File: config.mk
export PLATFORM = sky130hd
export DESIGN_NAME = rx_desc_dispatch
export DESIGN_NICKNAME = d
export VERILOG_FILES = /design/src/rtl/rxdd_pkg.sv /design/src/rtl/rxdd_remap.sv /design/src/rtl/rxdd_decode.sv /design/src/rtl/rxdd_out_reg.sv /design/src/rtl/rx_desc_dispatch.sv
export SDC_FILE = /design/constraint.sdc
export NUM_CORES = 1
export LEC_CHECK = 0
export ABC_AREA = 0
export BUFFER_PORTS_ARGS = -buffer_cell sky130_fd_sc_hd__buf_2
export CAP_MARGIN = 0
export CORE_AREA = 3 3 111 113
export DETAILED_ROUTE_END_ITERATION = 16
export DIE_AREA = 0 0 114 116
export GPL_TIMING_DRIVEN = 0
export PLACE_DENSITY = 0.74
export SYNTH_ARGS = -nofsm -noshare
export SYNTH_HDL_FRONTEND = slang
export SYNTH_SLANG_ARGS = --single-unit
File: constraint.sdc
create_clock -name clk -period 2.2 [get_ports clk]
set_input_delay 0.11 -clock clk [delete_from_list [all_inputs] [get_ports clk]]
set_output_delay 0.11 -clock clk [all_outputs]
set_load 0.01 [all_outputs]
File: src/rtl/rxdd_pkg.sv
// Shared constants and types for the receive descriptor dispatch classifier.
// Assumes descriptor word w sits at bits [32w+31:32w] of the flat bus.
package rxdd_pkg;
    parameter int WORD_W       = 32;
    parameter int DESC_WORDS   = 8;
    parameter int DESC_W       = WORD_W * DESC_WORDS;
    parameter int CODE_W       = 5;
    parameter int RING_W       = 3;
    parameter int DIRECT_CODES = 7;
    parameter int NUM_CODES    = 1 << CODE_W;

    // Word indices of the fields the classifier reads
    localparam int W_FLAGS  = 2;
    localparam int W_PEER   = 3;
    localparam int W_QLO    = 4;
    localparam int W_ROUTE  = 5;
    localparam int W_REASON = 6;

    // Absolute bit positions on the flat bus
    localparam int FRAG_BIT  = W_FLAGS * WORD_W + 20;
    localparam int BAR_BIT   = W_FLAGS * WORD_W + 23;
    localparam int PNV_BIT   = W_FLAGS * WORD_W + 24;
    localparam int SEQ_LO    = W_FLAGS * WORD_W + 8;
    localparam int SEQ_W     = 12;
    localparam int CODE_LO   = W_ROUTE * WORD_W + 22;
    localparam int FBAR_BIT  = W_ROUTE * WORD_W + 27;
    localparam int QHI_LO    = W_ROUTE * WORD_W;
    localparam int QHI_W     = 8;
    localparam int REASON_LO = W_REASON * WORD_W;

    typedef enum logic [1:0] {
        CLS_NORMAL = 2'd0,
        CLS_BYPASS = 2'd1,
        CLS_BAR    = 2'd2,
        CLS_ERROR  = 2'd3
    } route_cls_e;

    typedef struct packed {
        logic [RING_W-1:0] ring;
        route_cls_e        cls;
        logic              reorder_en;
        logic              pn_en;
        logic              proto_err;
    } decision_t;

    // Bits a frameless request may carry; everything else must be zero
    function automatic logic [DESC_W-1:0] fbar_allowed_mask();
        logic [DESC_W-1:0] m;
        m = '0;
        for (int b = 0; b < WORD_W; b++) begin
            m[W_PEER * WORD_W + b] = 1'b1;
            m[W_QLO  * WORD_W + b] = 1'b1;
        end
        for (int b = 0; b < QHI_W; b++) m[QHI_LO + b] = 1'b1;
        for (int b = 0; b < SEQ_W; b++) m[SEQ_LO + b] = 1'b1;
        m[FBAR_BIT] = 1'b1;
        m[BAR_BIT]  = 1'b1;
        return m;
    endfunction
endpackage

File: src/rtl/rxdd_remap.sv
// Remap table for high destination codes.
// Entries exist only for codes DIRECT_CODES..NUM_CODES-1; lower addresses
// are accepted on the write port but store nothing and read as zero.
module rxdd_remap #(
    parameter int CODE_W       = 5,
    parameter int RING_W       = 3,
    parameter int DIRECT_CODES = 7
) (
    input  logic              clk,
    input  logic              rst_n,
    input  logic              wr_en,
    input  logic [CODE_W-1:0] wr_addr,
    input  logic [RING_W-1:0] wr_data,
    input  logic [CODE_W-1:0] rd_code,
    output logic [RING_W-1:0] rd_ring
);
    localparam int NUM = 1 << CODE_W;

    logic [RING_W-1:0] entry [NUM];

    for (genvar i = 0; i < NUM; i++) begin : g_ent
        if (i < DIRECT_CODES) begin : g_none
            assign entry[i] = '0;
        end else begin : g_reg
            logic [RING_W-1:0] q;
            // Hold one remapped ring; reset to ring 0, load on matching write
            always_ff @(posedge clk) begin
                if (!rst_n)
                    q <= '0;
                else if (wr_en && wr_addr == CODE_W'(i))
                    q <= wr_data;
            end
            assign entry[i] = q;
        end
    end

    // Combinational read of the entry selected by the descriptor's code
    always_comb rd_ring = entry[rd_code];
endmodule

File: src/rtl/rxdd_decode.sv
// Combinational classifier: turns one descriptor into a dispatch decision.
// Assumes remap_ring is the table entry for the code driven on code_out.
// Precedence: frameless violation, fragment, block-ack request, normal.
module rxdd_decode
    import rxdd_pkg::*;
(
    input  logic [DESC_W-1:0] desc,
    input  logic [RING_W-1:0] remap_ring,
    input  logic [RING_W-1:0] frag_ring,
    input  logic [RING_W-1:0] err_ring,
    output logic [CODE_W-1:0] code_out,
    output decision_t         dec
);
    localparam logic [DESC_W-1:0] ALLOWED = fbar_allowed_mask();

    logic              fbar, frag, bar, pnv, viol, bad_reason;
    logic [RING_W-1:0] mapped;

    // Pull the routing fields out of the descriptor
    always_comb begin
        code_out   = desc[CODE_LO +: CODE_W];
        fbar       = desc[FBAR_BIT];
        frag       = desc[FRAG_BIT];
        bar        = desc[BAR_BIT];
        pnv        = desc[PNV_BIT];
        viol       = fbar && |(desc & ~ALLOWED);
        bad_reason = desc[REASON_LO +: 2] == 2'd3;
        mapped     = (code_out < CODE_W'(DIRECT_CODES)) ? code_out[RING_W-1:0]
                                                        : remap_ring;
    end

    // Apply the routing precedence
    always_comb begin
        dec = '0;
        if (viol) begin
            dec.ring      = err_ring;
            dec.cls       = CLS_ERROR;
            dec.proto_err = 1'b1;
        end else if (frag) begin
            dec.ring      = frag_ring;
            dec.cls       = CLS_BYPASS;
            dec.proto_err = bad_reason;
        end else if (bar || fbar) begin
            dec.ring       = mapped;
            dec.cls        = CLS_BAR;
            dec.reorder_en = 1'b1;
            dec.proto_err  = bad_reason;
        end else begin
            dec.ring       = mapped;
            dec.cls        = CLS_NORMAL;
            dec.reorder_en = 1'b1;
            dec.pn_en      = pnv;
            dec.proto_err  = bad_reason;
        end
    end
endmodule

File: src/rtl/rxdd_out_reg.sv
// One-deep registered valid/ready output stage.
// Assumes the upstream holds its data stable until it sees ready.
module rxdd_out_reg
    import rxdd_pkg::*;
(
    input  logic      clk,
    input  logic      rst_n,
    input  logic      up_valid,
    output logic      up_ready,
    input  decision_t up_dec,
    output logic      dn_valid,
    input  logic      dn_ready,
    output decision_t dn_dec
);
    // Accept whenever the stage is empty or draining this cycle
    always_comb up_ready = !dn_valid || dn_ready;

    // Load a new decision or clear the stage when it drains
    always_ff @(posedge clk) begin
        if (!rst_n) begin
            dn_valid <= 1'b0;
            dn_dec   <= '0;
        end else if (up_ready) begin
            dn_valid <= up_valid;
            if (up_valid)
                dn_dec <= up_dec;
        end
    end
endmodule

File: src/rtl/rx_desc_dispatch.sv
// Receive descriptor dispatch classifier top level.
// Classifies each accepted descriptor and registers the decision.
// Assumes frag_ring and err_ring are quasi-static configuration.
module rx_desc_dispatch
    import rxdd_pkg::*;
(
    input  logic                clk,
    input  logic                rst_n,
    input  logic                in_valid,
    output logic                in_ready,
    input  logic [DESC_W-1:0]   in_desc,
    output logic                out_valid,
    input  logic                out_ready,
    output logic [RING_W-1:0]   out_ring,
    output logic [1:0]          out_class,
    output logic                out_reorder_en,
    output logic                out_pn_en,
    output logic                out_proto_err,
    input  logic                cfg_we,
    input  logic [CODE_W-1:0]   cfg_addr,
    input  logic [RING_W-1:0]   cfg_data,
    input  logic [RING_W-1:0]   frag_ring,
    input  logic [RING_W-1:0]   err_ring
);
    logic [CODE_W-1:0] code;
    logic [RING_W-1:0] remap_ring;
    decision_t         dec_c, dec_q;

    rxdd_remap #(
        .CODE_W       (CODE_W),
        .RING_W       (RING_W),
        .DIRECT_CODES (DIRECT_CODES)
    ) u_remap (
        .clk     (clk),
        .rst_n   (rst_n),
        .wr_en   (cfg_we),
        .wr_addr (cfg_addr),
        .wr_data (cfg_data),
        .rd_code (code),
        .rd_ring (remap_ring)
    );

    rxdd_decode u_decode (
        .desc       (in_desc),
        .remap_ring (remap_ring),
        .frag_ring  (frag_ring),
        .err_ring   (err_ring),
        .code_out   (code),
        .dec        (dec_c)
    );

    rxdd_out_reg u_out (
        .clk      (clk),
        .rst_n    (rst_n),
        .up_valid (in_valid),
        .up_ready (in_ready),
        .up_dec   (dec_c),
        .dn_valid (out_valid),
        .dn_ready (out_ready),
        .dn_dec   (dec_q)
    );

    // Flatten the registered decision onto the output ports
    always_comb begin
        out_ring       = dec_q.ring;
        out_class      = dec_q.cls;
        out_reorder_en = dec_q.reorder_en;
        out_pn_en      = dec_q.pn_en;
        out_proto_err  = dec_q.proto_err;
    end
endmodule

# Yosys cells after proc, flatten, opt, wreduce, memory -nomap -nowiden
# Cells that the tools add are included.
op_classes:
  order_cmp: 2
  eq_ne: 26
  n_mux: 11
  bitwise: 1
  n_reduce_logical: 31
ops:
  columns: ["op", "count"]
  rows:
  - ["$reduce_or A170 Y1", 1]
  - ["$eq A5 B5 Y1 const B", 16]
  - ["$eq A5 B4 Y1 const B", 8]
  - ["$logic_and A1 B1 Y1", 26]
  - ["$bmux W3 S5", 1]
  - ["$mux W3", 4]
  - ["$mux W5", 2]
  - ["$ge A6 B6 Y1 const B", 1]
  - ["$not A5 Y6", 1]
  - ["$eq A5 B3 Y1 const B", 1]
  - ["$lt A5 B3 Y1 const B", 1]
  - ["$mux W2", 2]
  - ["$eq A2 B2 Y1 const B", 1]
  - ["$logic_or A1 B1 Y1", 2]
  - ["$mux W1", 2]
  - ["$reduce_and A2 Y1", 1]
  - ["$logic_not A1 Y1", 1]
totals:
  register_bits: 84
  input_bits: 275
  output_inout_bits: 10
  word_cells: 102

# Longest topological paths before layout
logic_depth:
  depth_word: 7
  ltp_mapped: 8
  depth_no_buf: 6

# Hierarchy
# Synthesis repeated with hierarchy kept, for this count alone.
unflattened:
  cells_unflattened: 516
  area_unflattened_um2: 4677.0
by_module_without_submodules:
  columns: ["mod", "instances", "cells_each", "area_per_inst_um2", "seq_area_each_um2"]
  rows:
  - ["rxdd_remap", 1, 388, 3743.6, 1501.4]
  - ["rxdd_decode", 1, 88, 558.0, 0.0]
  - ["rxdd_out_reg", 1, 40, 375.4, 180.2]

# Worst setup path after synthesis
# Ideal clock, no wire load.
synth_path:
  path_kind: "register to register"
  startpoint: "register u_remap.g_ent[9].g_reg.q[0]"
  endpoint: "register u_out.dn_dec[5] in the netlist's numbering"
  setup_time_ns: 0.138
  arrival_time_ns: 1.411
  required_time_ns: 2.062
  slack_ns: 0.650
  path_stages_with_launch: 7
  period_less_slack_ns: 1.550
  path_cell_list: "dfxtp_1 mux4_1 mux2_2 nand2_1 o21ai_1 o311ai_2 o31ai_1"
synth_between:
  elab_chain_len: 6
synth_lines:
  columns: ["element", "line_no", "text"]
  rows:
  - ["from (decl)", "rxdd_remap.sv:25", "logic [RING_W-1:0] q;"]
  - ["from (signal assigned)", "rxdd_remap.sv:31", "q <= wr_data;"]
  - ["$bmux W3 S5", "rxdd_remap.sv:38", "always_comb rd_ring = entry[rd_code];"]
  - ["$mux W3 (implied by the code) (2 in a row)", "rxdd_remap.sv:38", null]
  - ["$mux W3", "rxdd_decode.sv:28", "mapped = (code_out < CODE_W'(DIRECT_CODES)) ? code_out[RING_W-1:0]"]
  - ["$mux W5", "rxdd_decode.sv:39", "end else if (frag) begin"]
  - ["$mux W5", "rxdd_decode.sv:35", "if (viol) begin"]
  - ["to (signal assigned)", "rxdd_out_reg.sv:26", "dn_dec <= up_dec;"]
  - ["to (decl)", "rxdd_out_reg.sv:13", "output decision_t dn_dec"]
# No other way between the ends. The select of a mux whose other input is x is not followed.
# A chain may end at the register's enable or synchronous reset.

# Worst setup path after layout
layout_path:
  startpoint: "register u_remap.g_ent[13].g_reg.q[0]"
  endpoint: "register u_out.dn_dec[5] in the netlist's numbering"
layout_between:
  elab_chain_len: 6
layout_lines:
  columns: ["element", "line_no"]
  rows:
  - ["from (decl)", "rxdd_remap.sv:25"]
  - ["from (signal assigned)", "rxdd_remap.sv:31"]
  - ["$bmux W3 S5", "rxdd_remap.sv:38"]
  - ["$mux W3 (implied by the code) (2 in a row)", "rxdd_remap.sv:38"]
  - ["$mux W3", "rxdd_decode.sv:28"]
  - ["$mux W5", "rxdd_decode.sv:39"]
  - ["$mux W5", "rxdd_decode.sv:35"]
# No other way between the ends. The select of a mux whose other input is x is not followed.

==> flow_metrics.env <==
export IMPL_status="finished clean"
export IMPL_grt_pass1_wl_um=25800
export IMPL_cts_root_buf="clkbuf_16"
export IMPL_cap_viol_max_count=0
export IMPL_min_period_over_period_pct=82.5
export IMPL_layout_drive_gt1_share_pct=30.8
export IMPL_avgRoutedWirePerCell_um=20.9
export IMPL_core_region_area_um2=11400
export IMPL_die_h_um=116
export IMPL_ys_types=44
export IMPL_fillers=1058
export IMPL_drcViolationCount=0
export IMPL_syn_instance_count=515
export IMPL_syn_to_final_growth_pct=31.8
export IMPL_num_vias=4925
export IMPL_maxSlewHeadroom_pct=50.7
export IMPL_multi_input_area_um2=2680
export IMPL_peakVddDrop_v=0.000332
export IMPL_final_setup_skew_ns=0.0119
export IMPL_dr_pass1_iters=5
export IMPL_cts_tree="done"
export IMPL_ys_flop_type="dfxtp_1"
export IMPL_timing_hold_ws_ns=0.0281
export IMPL_dp_hpwl_um=14500
export IMPL_timing_setup_tns_ns=0
export IMPL_ant_nets=0
export IMPL_final_cell_mix="buf_2 (198), dfxtp_1 (84), mux2i_1 (62)"
export IMPL_grt_max_degree=15
export IMPL_rr_worst_depth=6
export IMPL_dpl_cell_area_um2=5710
export IMPL_syn_nets=790
export IMPL_arrival_ns=2.01
export IMPL_clock_sinks=84
export IMPL_slew_viol_final=0
export IMPL_fmax_mhz=551
export IMPL_seq_area_um2=1680
export IMPL_cts_setup_buffers=0
export IMPL_startpoint_type="register"
export IMPL_yosysSeqAreaShare_pct=36.8
export IMPL_power_leakage_nw=2.41
export IMPL_end_kind="register"
export IMPL_synth_edff_count=0
export IMPL_synth_area_um2=4570
export IMPL_row_count=39
export IMPL_worstMarginPinSlew_ns=0.738
export IMPL_rsz0062_at_grt="no"
export IMPL_io_pins=285
export IMPL_cts_buffer_depth=2
export IMPL_start_util_pct=40.0
export IMPL_first_iter_violations=326
export IMPL_mostFrequentLayoutCell="buf_2"
export IMPL_routed_wl_um=18100
export IMPL_die_area_um2=13200
export IMPL_grt_overflow_total=0
export IMPL_period_needed_ns=1.82
export IMPL_io_buffers=193
export IMPL_ys_seq_elements=84
export IMPL_worst_path_max_fanout=2
export IMPL_criticalPathCategory="register to register"
export IMPL_synthArstFlopShare_pct=0
export IMPL_nets=994
export IMPL_ys_warnings_count=0
export IMPL_hold_viol=0
export IMPL_holdPathStages=3
export IMPL_grt_usage_pct=26.0
export IMPL_pwr_density_cell_nw_per_um2=598
export IMPL_setup_violations=0
export IMPL_utilization_pct=52.7
export IMPL_fin_area_um2=6020
export IMPL_vias_per_cell=5.67
export IMPL_antenna_found_initial=2
export IMPL_cts_clk_slew_worst_paths_ns=0.06
export IMPL_min_path_type="primary input to register"
export IMPL_cts_hold_buf=0
export IMPL_die_x_um=114
export IMPL_cts_made_buffers=9
export IMPL_cts_resized=0
export IMPL_cp_required_ns=2.39
export IMPL_htreeDepth=3
export IMPL_gp_congestion=0.979
export IMPL_grt_pass1_vias=4648
export IMPL_syn_area_per_cell_um2=8.87
export IMPL_clock_latency_ns=0.34
## Yosys cell counts, types with 6 or more instances
master | number | area share [%]
nor4_1 | 44 | 6.0
dfxtp_1 | 84 | 37
a21boi_0 | 36 | 5.9
mux2i_1 | 62 | 14
nor2b_1 | 49 | 6.7
mux4_1 | 7 | 4.0
o221ai_1 | 7 | 1.3
clkbuf_1 | 30 | 2.5
nor3_1 | 6 | 0.66
nand3_1 | 18 | 2.0
o21ai_0 | 26 | 2.8
nor2_1 | 17 | 1.4
nand4_1 | 16 | 2.2
nand2_1 | 53 | 4.4
## state kept, by name (all words and copies together) (netlist names)
register and cells:
u_remap.g_ent.g_reg.q 75, u_out.dn_valid 1, u_out.dn_dec 8
## worst max-delay path, stage by stage (launching register included)
cell      delay, ns
dfxtp_1        0.31
mux4_1         0.57
mux2_2         0.31
nand2_1        0.07
o21ai_1        0.08
o311ai_2       0.24
o31ai_1        0.09
## power by group
part | total [mW] | internal (mW) | leakage (nW) | switching, mW
Combinational | 0.512 | 0.231 | 1.58 | 0.281
Sequential | 1.55 | 1.54 | 0.679 | 0.0115
Clock | 1.54 | 0.915 | 0.150 | 0.623
## cell type report
type / instances / share of cell area (%)
antenna: 2 / 0.0831
buffer: 41 / 3.22
clock buffer: 11 / 4.03
clock inverter: 5 / 1.02
inverter: 3 / 0.187
multi-input combinational: 387 / 44.5
sequential: 84 / 27.9
tap: 143 / 2.97
timing repair buffer: 193 / 16.0
## metrics by stage
stage / total power [mW] / setup WS, ns / instances
final: 3.60 / 0.385 / 869
after detailed placement: 2.09 / 0.0655 / 851
after CTS: 3.61 / 0.398 / 867
after global routing: 3.71 / 0.218 / 869
after global placement: 2.08 / 0.0491 / 851
after floorplan: 1.80 / 0.650 / 515
## worst paths after layout
check / to / slack [ns] / from
worst max-delay path: u_out.dn_dec[5]$_SDFFE_PN0P_ / 0.38 / u_remap.g_ent[13].g_reg.q[0]$_SDFFE_PN0P_
worst min-delay path: u_out.dn_dec[5]$_SDFFE_PN0P_ / 0.03 / err_ring[0]
worst max register to register: u_out.dn_dec[5]$_SDFFE_PN0P_ / 0.38 / u_remap.g_ent[13].g_reg.q[0]$_SDFFE_PN0P_
worst min register to register: u_remap.g_ent[8].g_reg.q[1]$_SDFFE_PN0P_ / 0.47 / u_remap.g_ent[8].g_reg.q[1]$_SDFFE_PN0P_
## logic make-up after synthesis
family	after synthesis	synth area share, %
multiplexers	71	18.4
AND/OR/NAND/NOR	223	26.4
AO/OA/AOI/OAI	93	13.9
flip-flops	84	36.8
buffers and inverters	44	4.49
## per-layer routing
layer	up-vias	part of all wire, %	global-route usage, %
met1	2347	41	32.7
li1	2311	-	-
met3	29	7.7	5.80
met5	-	0	0
met2	238	48	43.8
met4	0	3.0	9.90
Power figures use the tool's default switching activity.
